$ cat src/rtl/chop_pkg.sv
`timescale 1ns/1ps
package chop_pkg;
  localparam int DEF_NUM_CH = 2;
  localparam int DEF_PS_W   = 4;
  localparam int DEF_PH_W   = 3;
  localparam int DEF_OS_W   = 4;
  localparam int DEF_CFG_W  = 32;
  localparam int CH_A = 0;
  localparam int CH_B = 1;
endpackage

$ cat src/rtl/chop_carrier_gen.sv
`timescale 1ns/1ps
module chop_carrier_gen #(
  parameter int PS_W = 4,
  parameter int PH_W = 3
) (
  input  logic            clk,
  input  logic            rst_n,
  input  logic            restart,
  input  logic [PS_W-1:0] prescale,
  input  logic [PH_W-1:0] duty,
  output logic [PS_W-1:0] pc,
  output logic [PH_W-1:0] ph,
  output logic            carrier,
  output logic            period_end
);
  localparam logic [PH_W-1:0] PH_LAST = {PH_W{1'b1}};

  logic tick;

  // wrap on >= so a prescale shrunk below the count still wraps promptly
  assign tick       = (pc >= prescale);
  assign period_end = tick && (ph == PH_LAST);
  assign carrier    = (ph < duty);

  always_ff @(posedge clk or negedge rst_n) begin
    if (!rst_n) begin
      pc <= '0;
      ph <= '0;
    end else if (restart) begin
      pc <= '0;
      ph <= '0;
    end else if (tick) begin
      pc <= '0;
      ph <= ph + 1'b1;
    end else begin
      pc <= pc + 1'b1;
    end
  end
endmodule

$ cat src/rtl/chop_channel.sv
`timescale 1ns/1ps
module chop_channel #(
  parameter int OS_W = 4
) (
  input  logic            clk,
  input  logic            rst_n,
  input  logic            pin,
  input  logic            in_inv,
  input  logic            out_inv,
  input  logic            enable,
  input  logic [OS_W-1:0] width,
  input  logic            carrier,
  input  logic            period_end,
  input  logic            rise_any,
  output logic            x_q,
  output logic            rise,
  output logic            os_busy,
  output logic            pout
);
  logic            x_now;
  logic [OS_W-1:0] os_cnt;
  logic            chopped;

  assign x_now   = pin ^ in_inv;
  assign rise    = x_now & ~x_q;
  assign os_busy = (os_cnt != '0);

  always_ff @(posedge clk or negedge rst_n) begin
    if (!rst_n) begin
      x_q    <= 1'b0;
      os_cnt <= '0;
    end else begin
      x_q <= x_now;
      if (rise) begin
        os_cnt <= width;
      end else if (period_end && !rise_any && os_busy) begin
        os_cnt <= os_cnt - 1'b1;
      end
    end
  end

  assign chopped = x_q & (os_busy | carrier);
  assign pout    = (enable ? chopped : x_q) ^ out_inv;
endmodule

$ cat src/rtl/pwm_chopper.sv
`timescale 1ns/1ps
module pwm_chopper
  import chop_pkg::*;
#(
  parameter int NUM_CH = DEF_NUM_CH,
  parameter int PS_W   = DEF_PS_W,
  parameter int PH_W   = DEF_PH_W,
  parameter int OS_W   = DEF_OS_W,
  parameter int CFG_W  = DEF_CFG_W
) (
  input  logic              clk,
  input  logic              rst_n,
  input  logic [CFG_W-1:0]  cfg_word,
  input  logic [NUM_CH-1:0] pwm_in,
  output logic [NUM_CH-1:0] pwm_out
);
  localparam int EN_BIT   = 0;
  localparam int PS_LSB   = EN_BIT + 1;
  localparam int PH_LSB   = PS_LSB + PS_W;
  localparam int OS_LSB   = PH_LSB + PH_W;
  localparam int OINV_BIT = OS_LSB + OS_W;
  localparam int IINV_BIT = OINV_BIT + 1;
  localparam int USED_W   = IINV_BIT + 1;

  logic            cfg_en;
  logic [PS_W-1:0] cfg_ps;
  logic [PH_W-1:0] cfg_duty;
  logic [OS_W-1:0] cfg_width;
  logic            cfg_oinv;
  logic            cfg_iinv;
  logic            unused_cfg_hi;

  assign cfg_en        = cfg_word[EN_BIT];
  assign cfg_ps        = cfg_word[PS_LSB +: PS_W];
  assign cfg_duty      = cfg_word[PH_LSB +: PH_W];
  assign cfg_width     = cfg_word[OS_LSB +: OS_W];
  assign cfg_oinv      = cfg_word[OINV_BIT];
  assign cfg_iinv      = cfg_word[IINV_BIT];
  assign unused_cfg_hi = ^cfg_word[CFG_W-1:USED_W];

  logic [NUM_CH-1:0] x_q;
  logic [NUM_CH-1:0] rise;
  logic [NUM_CH-1:0] os_busy;
  logic              rise_any;
  logic [PS_W-1:0]   pc;
  logic [PH_W-1:0]   ph;
  logic              carrier;
  logic              period_end;

  assign rise_any = |rise;

  chop_carrier_gen #(.PS_W(PS_W), .PH_W(PH_W)) u_car (
    .clk        (clk),
    .rst_n      (rst_n),
    .restart    (rise_any),
    .prescale   (cfg_ps),
    .duty       (cfg_duty),
    .pc         (pc),
    .ph         (ph),
    .carrier    (carrier),
    .period_end (period_end)
  );

  for (genvar g = 0; g < NUM_CH; g++) begin : g_ch
    chop_channel #(.OS_W(OS_W)) u_ch (
      .clk        (clk),
      .rst_n      (rst_n),
      .pin        (pwm_in[g]),
      .in_inv     (cfg_iinv),
      .out_inv    (cfg_oinv),
      .enable     (cfg_en),
      .width      (cfg_width),
      .carrier    (carrier),
      .period_end (period_end),
      .rise_any   (rise_any),
      .x_q        (x_q[g]),
      .rise       (rise[g]),
      .os_busy    (os_busy[g]),
      .pout       (pwm_out[g])
    );
  end
endmodule

$ cat config.mk
export PLATFORM = sky130hd
export DESIGN_NAME = pwm_chopper
export DESIGN_NICKNAME = d
export VERILOG_FILES = /design/src/rtl/chop_pkg.sv /design/src/rtl/chop_carrier_gen.sv /design/src/rtl/chop_channel.sv /design/src/rtl/pwm_chopper.sv
export SDC_FILE = /design/constraint.sdc
export NUM_CORES = 1
export LEC_CHECK = 0
export BUFFER_PORTS_ARGS = -buffer_cell sky130_fd_sc_hd__buf_2
export CAP_MARGIN = 20
export CORE_MARGIN = 2
export CORE_UTILIZATION = 55
export CTS_BUF_LIST = sky130_fd_sc_hd__clkbuf_8
export CTS_CLUSTER_DIAMETER = 120
export DETAILED_ROUTE_END_ITERATION = 12
export PLACE_DENSITY_LB_ADDON = 0.05
export SLEW_MARGIN = 40
export SYNTH_ARGS = -nofsm -noshare
export SYNTH_HDL_FRONTEND = slang
export SYNTH_SLANG_ARGS = --single-unit
$ cat constraint.sdc
create_clock -name clk -period 4.52 [get_ports clk]
set_clock_uncertainty 0.2 [all_clocks]
set_input_delay 0.904 -clock clk [delete_from_list [all_inputs] [get_ports clk]]
set_output_delay 0.904 -clock clk [all_outputs]
set_load 0.03 [all_outputs]
## Word level (Yosys, flattened, before mapping)

Index checks and enable logic that the tools add are counted.

| word-level totals | value |
|---|---|
| bits of input ports | 36 |
| output and inout port bits | 2 |
| bits in registers | 17 |
| logic and storage cells | 46 |

| cells by class | value |
|---|---|
| bitwise operators | 12 |
| eq/ne operators | 1 |
| add/sub/neg operators | 4 |
| multiplexer cells | 10 |
| order comparisons | 2 |
| reduce and logical (&&, ||, !) cells | 11 |

Operator list:

| operator | count |
|---|---|
| $mux 4 | 6 |
| $reduce_bool 4->1 | 2 |
| $sub 4x1->4 const B | 2 |
| $mux 3 | 2 |
| $reduce_bool 2->1 | 3 |
| $add 4x1->4 const B | 1 |
| $and 1x1->1 | 4 |
| $ge 4x4->1 | 1 |
| $logic_and 1x1->1 | 4 |
| $xor 1x1->1 | 4 |
| $add 3x1->3 const B | 1 |
| $eq 3x3->1 const B | 1 |
| $lt 3x3->1 | 1 |
| $mux 1 | 2 |
| $not 1->1 | 2 |
| $or 1x1->1 | 2 |
| $reduce_or 2->1 | 1 |
| $logic_not 1->1 | 1 |

## Depth between registers and ports, before layout

Gate-level depths: netlist (run 1).

| logic depth | value |
|---|---|
| depth in word-level cells | 8 |
| mapped depth | 8 |
| depth with buffers taken out | 7 |

## By module

From an unflattened synthesis (run 1), not the netlist that was laid out.

| unflattened totals | value |
|---|---|
| cell total of the unflattened synthesis | 133 |
| area total of the unflattened synthesis | 1214.9 µm² |

Modules (own cells, without submodules):

| module | area an instance (µm²) | times used | cells each | seq. area each (µm²) |
|---|---|---|---|---|
| chop_channel | 345.3 | 2 | 40 | 125.1 |
| chop_carrier_gen | 518.0 | 1 | 52 | 175.2 |
| pwm_chopper | 6.3 | 1 | 1 | 0.0 |

## Worst setup path after synthesis (run 1)

No wires, ideal clock.

| timing path | value |
|---|---|
| kind | input to output |
| start | input port cfg_word[6] |
| end | output port pwm_out[0] |
| buffers on the path | 1 |
| stages on the path | 7 |
| path slack | 1.397 ns |
| data arrival time | 2.019 ns |
| data required time | 3.416 ns |
| cell sequence | inv_1 ha_1 a21o_1 a21o_1 a31oi_1 xor2_1 buf_4 |

| on the way | value |
|---|---|
| longest elaborated chain between the ends | 5 |

RTL lines:

| what | line | RTL |
|---|---|---|
| from (decl) | pwm_chopper.sv:13 | `input logic [CFG_W-1:0] cfg_word,` |
| $lt 3x3->1 | chop_carrier_gen.sv:23 | `assign carrier = (ph < duty);` |
| $or 1x1->1 | chop_channel.sv:42 | `assign chopped = x_q & (os_busy \| carrier);` |
| $and 1x1->1 | chop_channel.sv:42 |  |
| $mux 1 | chop_channel.sv:43 | `assign pout = (enable ? chopped : x_q) ^ out_inv;` |
| $xor 1x1->1 | chop_channel.sv:43 |  |
| to (decl) | pwm_chopper.sv:15 | `output logic [NUM_CH-1:0] pwm_out` |

No other way between the ends.

## Final worst setup path (run 1)

| timing path | value |
|---|---|
| start | input port cfg_word[6] |
| end | output port pwm_out[1] |

Same word-level chain as after synthesis.

==> results.tsv, run 1 <==
metric	value	unit
status	complete, no violations	
initial_core_util	0.5729	
grt_antenna_before_repair	0	
drt_wl_total	1.952	mm
drc_errors	0	
p_sw_frac	0.3266	
power.share.clock	0.258	
synth.cell_area	1101	um2
cts_buffers	3	
hold_class	register to register	
post_synth.cell_area_avg	9.331	um2
comb_power_share	0.281	
setup_slack	1.223	ns
min_period_over_period	0.7295	
drive_gt1_frac	0.1884	
htreeDepth	1	
n_antenna_cell	0	
maxCapViolCount	0	
post_cts_resized	0	
num_vias	902	
relSlewSlack	0.4692	
powerDensity	347.3	nW/um2
rsz0062_at_grt	no	
row_count	16	
grt_pass1_vias	824	
wire_per_inst	11.83	um
finalSetupViolCount	0	
synthToLayoutAreaGrowth	14.20	%
cts_hold_buf	0	
slowest_stage	ha_1	
synth-edff-count	0	
intPower	0.2941	mW
total_power	0.4367	mW
die_h	48.74	um
syn_inst	118	
endpoint_kind	output pin	
via_per_inst	5.467	
multi_input_area	604.3	um2
critical-path-top-delay-family	compound AO/OA/AOI/OAI gates	
nets	186	
ys_seq_area_frac	0.3864	
synthArstFlopShare	1.000	
cts_tree	done	
grt_max_degree	18	
grt.overflow.total	0	
final_cells	165	
path_max_fanout	2	
synth.distinct_cells	31	
mostFrequentLayoutCell	buf_2	
ys_seq_elements	17	
path_clk_slew	0.07	ns
fin_setup_tns	0	ns
cp-start-kind	input port	
dp.cells	161	
drv_slew	0	
fin_crit	3.297	ns
gp_congestion	0.7654	
worst_pin_slew	0.7942	ns
grt_pass1_wl	3.332	mm
rr_worst_depth	7	
first_iter_violations	21	
n_fill_cell	171	
syn_nets	165	
cts-root-buf	clkbuf_8	
p_leak	0.6269	nW
cts_setup_buffers	0	
core_area	1922	um2
cpPeakStageDelay	0.28	ns
grt.total_usage	0.1769	
crit_required	3.42	ns
yosys_warnings	0	
holdPathStages	1	
final_cell_mix	19 x buf_2, 17 x dfrtp_1, 15 x nor2_1	
ios	38	
finalHoldViolCount	0	
fmax	0.3033	GHz
worstSetupPathType	input port to output pin	
vdd_drop_max	0.1934	mV
p_switching	0.1426	mW
postRouteAntennaNets	0	
sequentialPowerShare	0.461	
clock-sinks	17	
port_buffers	19	
clk_latency	0.25	ns
dp_hpwl	1.527	mm
arrival	2.19	ns
clk_path_buf_depth	2	
path_cells	buf_2, inv_1, ha_1, a21o_1, a21o_1, a31oi_1, xor2_1, buf_2	
die_w	48.74	um
cp.depth	8	
first_pass_iters	4	
synth_ff_type	dfrtp_1	
pre_cts_slack	1.207	ns
critPathBufInv	3	
seqCellArea	425.4	um2
die_area	2376	um2
stage by stage:
| step | instance area, um2 | utilization | hold slack [ns] |
|---|---|---|---|
| floorplan | 1101 | - | 0.2533 |
| global placement | 1204 | 0.6263 | 0.2778 |
| detailed placement | 1205 | 0.6270 | 0.2823 |
| CTS | 1251 | 0.6510 | 0.2917 |
| global route | 1257 | 0.6543 | 0.3168 |
| finish | 1257 | 0.6543 | 0.2878 |
flip-flops by register name (all words and copies together) (netlist names):
register / count
g_ch.u_ch.x_q: 2
u_car.ph: 3
u_car.pc: 4
g_ch.u_ch.os_cnt: 8
cell usage after synthesis (3+ instances only):
cell type	number	share of area
dfrtp_1	17	0.39
nor2_1	15	0.051
inv_1	14	0.048
ha_1	11	0.12
a31oi_1	9	0.051
o21ai_0	7	0.032
xor2_1	5	0.040
nor2b_1	4	0.023
or3_1	4	0.023
nand2_1	3	0.010
nand2b_1	3	0.017
power groups by stage:
stage,registers [mW],logic (mW),clock network [mW]
final,0.201,0.123,0.113
after global routing,0.205,0.142,0.123
after CTS,0.201,0.123,0.115
after detailed placement,0.204,0.121,0
after global placement,0.202,0.115,0
after floorplan,0.197,0.0929,0
cell families after synthesis:
kind of cell | share of synthesized area
buf+inv | 0.07159
mux | 0.01818
simple gates | 0.1909
flops | 0.3864
compound gates | 0.1523
xor+xnor | 0.05568
fa+ha+maj | 0.1250
worst paths after layout:
check,endpoint,slack (ns),startpoint
worst min-delay path,u_car.pc[0],0.29,u_car.pc[0]
worst max register to register,g_ch[0].u_ch.os_cnt[2],1.90,u_car.pc[0]
min in group asynchronous,u_car.pc[2],0.37,rst_n
worst max-delay path,pwm_out[1],1.22,cfg_word[6]
max in group asynchronous,g_ch[0].u_ch.os_cnt[3],3.47,rst_n
worst min register to register,u_car.pc[0],0.29,u_car.pc[0]
routing by layer:
| layer | GRT usage | vias to the layer above | share of wire |
|---|---|---|---|
| li1 | - | 455 | - |
| met1 | 0.2395 | 426 | 0.51 |
| met3 | 0.03395 | 2 | 0.043 |
| met4 | 0.04762 | 0 | 0.0056 |
| met5 | 0 | - | 0 |
| met2 | 0.2900 | 19 | 0.44 |
layout make-up:
cell class,instances,share of cell area
multi-input cells,84,0.4806
clock inverters,1,0.003980
flip-flops and latches,17,0.3383
clock buffers,3,0.03284
well taps,27,0.02687
repair buffers,19,0.07562
inverters,14,0.04179
Power figures use the tool's default switching activity.
==> run 2: changes to the inputs <==
ABC_AREA = 1   (was not set)
CORE_UTILIZATION = 53   (was 55)
clock period = 3.35 ns   (was 4.52 ns; I/O delays follow)
==> results.tsv, run 2 <==
metric	value	unit	change
fmax	0.3731	GHz	
fin_setup_tns	0	ns	unchanged
cts_tree	done		
drive_gt1_frac	0.2000		+0.01159
ios	38		unchanged
cts_hold_buf	0		unchanged
status	complete, no violations		
finalSetupViolCount	0		unchanged
drt_wl_total	2.328	mm	+19%
mostFrequentLayoutCell	nand2_1		
drc_errors	0		unchanged
die_w	53.29	um	+9.3%
final_cells	213		+29%
r2r-end	u_car.pc[0]		
critPathBufInv	3		unchanged
synth_top_area_cell	dfrtp_1		
rsz0062_at_grt	no		
port_buffers	19		unchanged
arrival	1.81	ns	-0.38 ns
netlist_top_cells_area	dfrtp_1 33%, nand2_1 11%, ha_1 11%		
rr_worst_depth	8		+1
drv_slew	0		unchanged
ys_seq_elements	17		unchanged
clock-sinks	17		unchanged
path_clk_slew	0.07	ns	about the same
ys_top_cells_by_count	39 x nand2_1, 33 x inv_1, 17 x dfrtp_1, 15 x nand3_1, 11 x ha_1		
synth.most_common_cell	nand2_1		
final_cell_mix	39 x nand2_1, 33 x inv_1, 19 x buf_2		
n_fill_cell	218		+27%
cts-root-buf	clkbuf_8		
regToRegStartpoint	u_car.pc[3]		
synthToLayoutAreaGrowth	10.88	%	
grt.total_usage	0.2027		+0.02584
cts_setup_buffers	0		unchanged
crit_required	2.48	ns	-0.94 ns
dp.cells	209		+30%
clk_path_buf_depth	2		unchanged
n_antenna_cell	0		unchanged
postRouteAntennaNets	0		unchanged
synth.cell_area	1287	um2	+17%
cp-start-kind	input port		
path_cells	buf_2, inv_1, ha_1, a21oi_1, nand2_1, nand4_1, nand3_1, nand2_1, buf_2		
synth-edff-count	0		unchanged
grt.overflow.total	0		unchanged
yosys_warnings	0		unchanged
yosysTopAreaCellShare	0.3304		-0.05595
first_iter_violations	16		-24%
synth_ff_type	dfrtp_1		
regMostFlops	g_ch.u_ch.os_cnt		
reg_top3	g_ch.u_ch.os_cnt x8, u_car.pc x4, u_car.ph x3		
powerDensity	559.4	nW/um2	+61%
largest_reg_flops	8		unchanged
initial_core_util	0.5710		-0.001884
fin_crit	2.680	ns	
grt_max_degree	18		unchanged
synth.distinct_cells	24		-23%
first_pass_iters	4		unchanged
worstSetupPathType	input port to output pin		
grt_pass1_vias	1099		+33%
ys_seq_area_frac	0.3304		-0.05595
cts_buffers	3		unchanged
hold_class	input port to asynchronous set/reset pin		
min_period_over_period	0.8001		
wire_per_inst	10.93	um	-7.6%
p_leak	0.8201	nW	+31%
path_max_fanout	2		unchanged
finalHoldViolCount	0		unchanged
post_cts_resized	0		unchanged
synthArstFlopShare	1.000		unchanged
clk_latency	0.25	ns	about the same
grt_pass1_wl	4.209	mm	+26%
htreeDepth	1		unchanged
seqCellArea	425.4	um2	unchanged
multi_input_area	698.2	um2	+16%
syn_nets	213		+29%
worst_pin_slew	0.3792	ns	-0.4150 ns
endpoint_kind	output pin		
grt_antenna_before_repair	0		unchanged
nets	233		+25%
relSlewSlack	0.7472		+0.2780
total_power	0.7986	mW	+83%
die_area	2839	um2	+20%
critical-path-top-delay-family	simple AND/OR/NAND/NOR gates		
row_count	17		+1
maxCapViolCount	0		unchanged
via_per_inst	4.911		-10%
num_vias	1046		+16%
cpPeakStageDelay	0.30	ns	+0.02 ns
slowest_stage	ha_1		
syn_inst	166		+41%
core_area	2255	um2	+17%
gp_congestion	0.8377		+9.4%
utilization	0.6332		-0.02111
ff2ff_setup_slack	1.62	ns	-0.28 ns
die_h	53.29	um	+9.3%
post_synth.cell_area_avg	7.756	um2	-17%
dp_hpwl	1.946	mm	+27%
vdd_drop_max	0.3746	mV	+94%
-- run 2: changes by cell type after synthesis, sizes merged, moves of 8 or more --
cell,previous run,this run
nand3,2,20
nand2,3,44
inv,14,34
a31oi,9,1
-- run 2: worst register-to-register path, stage by stage (launching register included) --
cell and delay [ns]:
dfrtp_1 0.40, ha_1 0.30, nand2_1 0.08, inv_1 0.06
nand3_1 0.12, nand3_4 0.14, nor2_2 0.20, inv_2 0.08
nor2_1 0.09
-- run 2: cell type report --
class	count	share of cell area
clock buffers	3	0.02892
clock inverters	1	0.003506
inverters	34	0.08939
multi-input cells	111	0.4890
flip-flops and latches	17	0.2980
well taps	28	0.02454
repair buffers	19	0.06661
-- run 2: layer usage --
layer / vias up / track usage / share of wire
li1: 555 / - / -
met5: - / 0 / 0
met3: 5 / 0.02542 / 0.037
met4: 0 / 0.08974 / 0.018
met2: 20 / 0.3807 / 0.48
met1: 466 / 0.2226 / 0.46
-- run 2: how the worst max path moves through the flow --
stage	from	slack [ns]	to	cells after the start
2_1_floorplan	cfg_word[7]	0.92	pwm_out[0]	9
3_3_place_gp	cfg_word[7]	0.72	pwm_out[0]	9
3_5_place_dp	cfg_word[7]	0.68	pwm_out[1]	9
4_1_cts	cfg_word[7]	0.68	pwm_out[1]	9
5_1_grt	cfg_word[7]	0.55	pwm_out[1]	10
6_report	cfg_word[7]	0.67	pwm_out[1]	9
-- run 2: stage by stage --
step	hold WS, ns	setup slack [ns]	instance area (um2)
final	0.1268	0.6696	1428
after global routing	0.1433	0.5530	1428
after CTS	0.1405	0.6809	1428
after detailed placement	0.2971	0.6836	1381
after global placement	0.2735	0.7211	1381
after floorplan	0.1744	0.9230	1287
-- run 2: cell families (layout without fill, tap and decap cells) --
kind of cell / Yosys count / count (layout) / share of synthesized area
compound gates: 16 / 16 / 0.06415
xor+xnor: 3 / 3 / 0.02041
fa+ha+maj: 11 / 11 / 0.1069
buf+inv: 38 / 57 / 0.1273
flops: 17 / 17 / 0.3304
simple gates: 81 / 81 / 0.3508
-- run 2: power by group --
part	internal, mW	switching, mW
sequential	0.266	0.0488
clock	0.0825	0.0698
combinational	0.128	0.203
==> run 3: changes to the inputs <==
clock period = 2.5 ns   (was 3.35 ns; I/O delays follow)
==> results.tsv, run 3 (synthesized netlist as in run 2, its figures left out) <==
metric	value	unit	change
cts_buffers	3		unchanged
endpoint_kind	output pin		
final_cells	215		+0.94%
setup_slack	0.1398	ns	-0.5298 ns
p_leak	0.8296	nW	+1.2%
postRouteAntennaNets	0		unchanged
drt_wl_total	2.338	mm	+0.43%
utilization	0.6432		+0.009989
min_period_over_period	0.9441		
die_w	53.29	um	unchanged
final_cell_mix	39 x nand2_1, 33 x inv_1, 19 x buf_2		
cp-start-kind	register		
pre_cts_slack	0.1736	ns	-0.5100 ns
first_iter_violations	13		-3
cts_tree	done		
gp_congestion	0.8376		about the same
die_area	2839	um2	unchanged
drc_errors	0		unchanged
reg_top3	g_ch.u_ch.os_cnt x8, u_car.pc x4, u_car.ph x3		
n_antenna_cell	0		unchanged
worst_pin_slew	0.3777	ns	-0.001507 ns
drv_slew	0		unchanged
n_fill_cell	221		+1.4%
arrival	1.66	ns	-0.15 ns
powerDensity	743.8	nW/um2	+33%
cts-root-buf	clkbuf_8		
worstSetupPathType	register to output pin		
grt_pass1_wl	4.236	mm	+0.64%
path_max_fanout	3		+1
grt.overflow.total	0		unchanged
status	complete, no violations		
first_pass_iters	4		unchanged
die_h	53.29	um	unchanged
htreeDepth	1		unchanged
fmax	0.4237	GHz	
via_per_inst	4.874		-0.74%
drive_gt1_frac	0.2139		+0.01390
clk_path_buf_depth	2		unchanged
dp_hpwl	1.946	mm	unchanged
port_buffers	19		unchanged
grt.total_usage	0.2039		+0.001189
ff2ff_setup_slack	0.77	ns	-0.85 ns
row_count	17		unchanged
regMostFlops	g_ch.u_ch.os_cnt		
synthToLayoutAreaGrowth	12.63	%	
maxCapViolCount	0		unchanged
grt_pass1_vias	1104		+0.45%
fin_crit	2.360	ns	
clock-sinks	17		unchanged
finalSetupViolCount	0		unchanged
mostFrequentLayoutCell	nand2_1		
core_area	2255	um2	unchanged
ios	38		unchanged
seqCellArea	425.4	um2	unchanged
grt_max_degree	18		unchanged
dp.cells	209		unchanged
clk_latency	0.25	ns	about the same
nets	235		+0.86%
vdd_drop_max	0.5022	mV	+34%
crit_required	1.80	ns	-0.68 ns
multi_input_area	703.2	um2	+0.72%
initial_core_util	0.5710		unchanged
fin_setup_tns	0	ns	unchanged
finalHoldViolCount	0		unchanged
num_vias	1048		+0.19%
path_clk_slew	0.06	ns	about the same
largest_reg_flops	8		unchanged
wire_per_inst	10.87	um	-0.50%
rsz0062_at_grt	no		
hold_class	register to register		
relSlewSlack	0.7482		+0.001005
grt_antenna_before_repair	0		unchanged
run 3: cell types whose count changed in the layout (fill, tap and decap cells not counted), sizes merged:
cell         change
buf              +1
dlygate4sd3      +1
run 3: stage by stage:
step | hold slack [ns] | area (um2) | power (mW)
floorplan | 0.004409 | 1287 | 0.7754
global route | 0.3303 | 1450 | 1.184
CTS | 0.3063 | 1438 | 1.083
detailed placement | 0.2443 | 1381 | 0.8769
global placement | 0.2400 | 1381 | 0.8469
finish | 0.3095 | 1450 | 1.079
run 3: worst paths after layout:
path / startpoint / endpoint / cells past startpoint
max: u_car.ph[1] / pwm_out[1] / 8
min: g_ch[1].u_ch.os_cnt[1] / g_ch[1].u_ch.os_cnt[1] / 2
max reg2reg: u_car.pc[3] / u_car.pc[0] / 8
min reg2reg: g_ch[1].u_ch.os_cnt[1] / g_ch[1].u_ch.os_cnt[1] / 2
max in group asynchronous: rst_n / g_ch[1].u_ch.os_cnt[1] / 2
min in group asynchronous: rst_n / g_ch[0].u_ch.os_cnt[1] / 2
run 3: critical path, cell delays in order, from the launching register on:
cell and delay (ns):
dfrtp_1 0.41, ha_1 0.30, nand3_1 0.07, nand2_1 0.10, nand4_1 0.15, nand2_1 0.10
nand2_1 0.05, nand2_1 0.05, buf_2 0.19
run 3: power breakdown:
group / switching, mW / total (mW) / internal (mW) / leakage (nW)
sequential: 0.0676 / 0.424 / 0.356 / 0.217
clock: 0.0927 / 0.203 / 0.110 / 0.0255
combinational: 0.276 / 0.452 / 0.176 / 0.587
total: 0.436 / 1.08 / 0.643 / 0.830
run 3: layout make-up:
class	count	share of cell area
multi-input cells	111	0.4849
flip-flops and latches	17	0.2934
inverters	34	0.08801
repair buffers	21	0.07765
clock buffers	3	0.02847
well taps	28	0.02416
clock inverters	1	0.003451
run 3: per-layer routing:
layer / routed length [um] / up-vias / share of wire / GRT usage
met5: 0 / - / 0 / 0
met4: 29 / 0 / 0.012 / 0.08974
met3: 72 / 4 / 0.031 / 0.02542
met2: 1155 / 16 / 0.49 / 0.3827
met1: 1082 / 468 / 0.46 / 0.2244
li1: - / 560 / - / -
run 3: what timing repair did:
item,CTS,global route
endpoints found under the hold margin,17,0
hold buffers,1,0
setup endpoints to repair,0,2
setup buffers,0,1
gates resized for setup,0,2
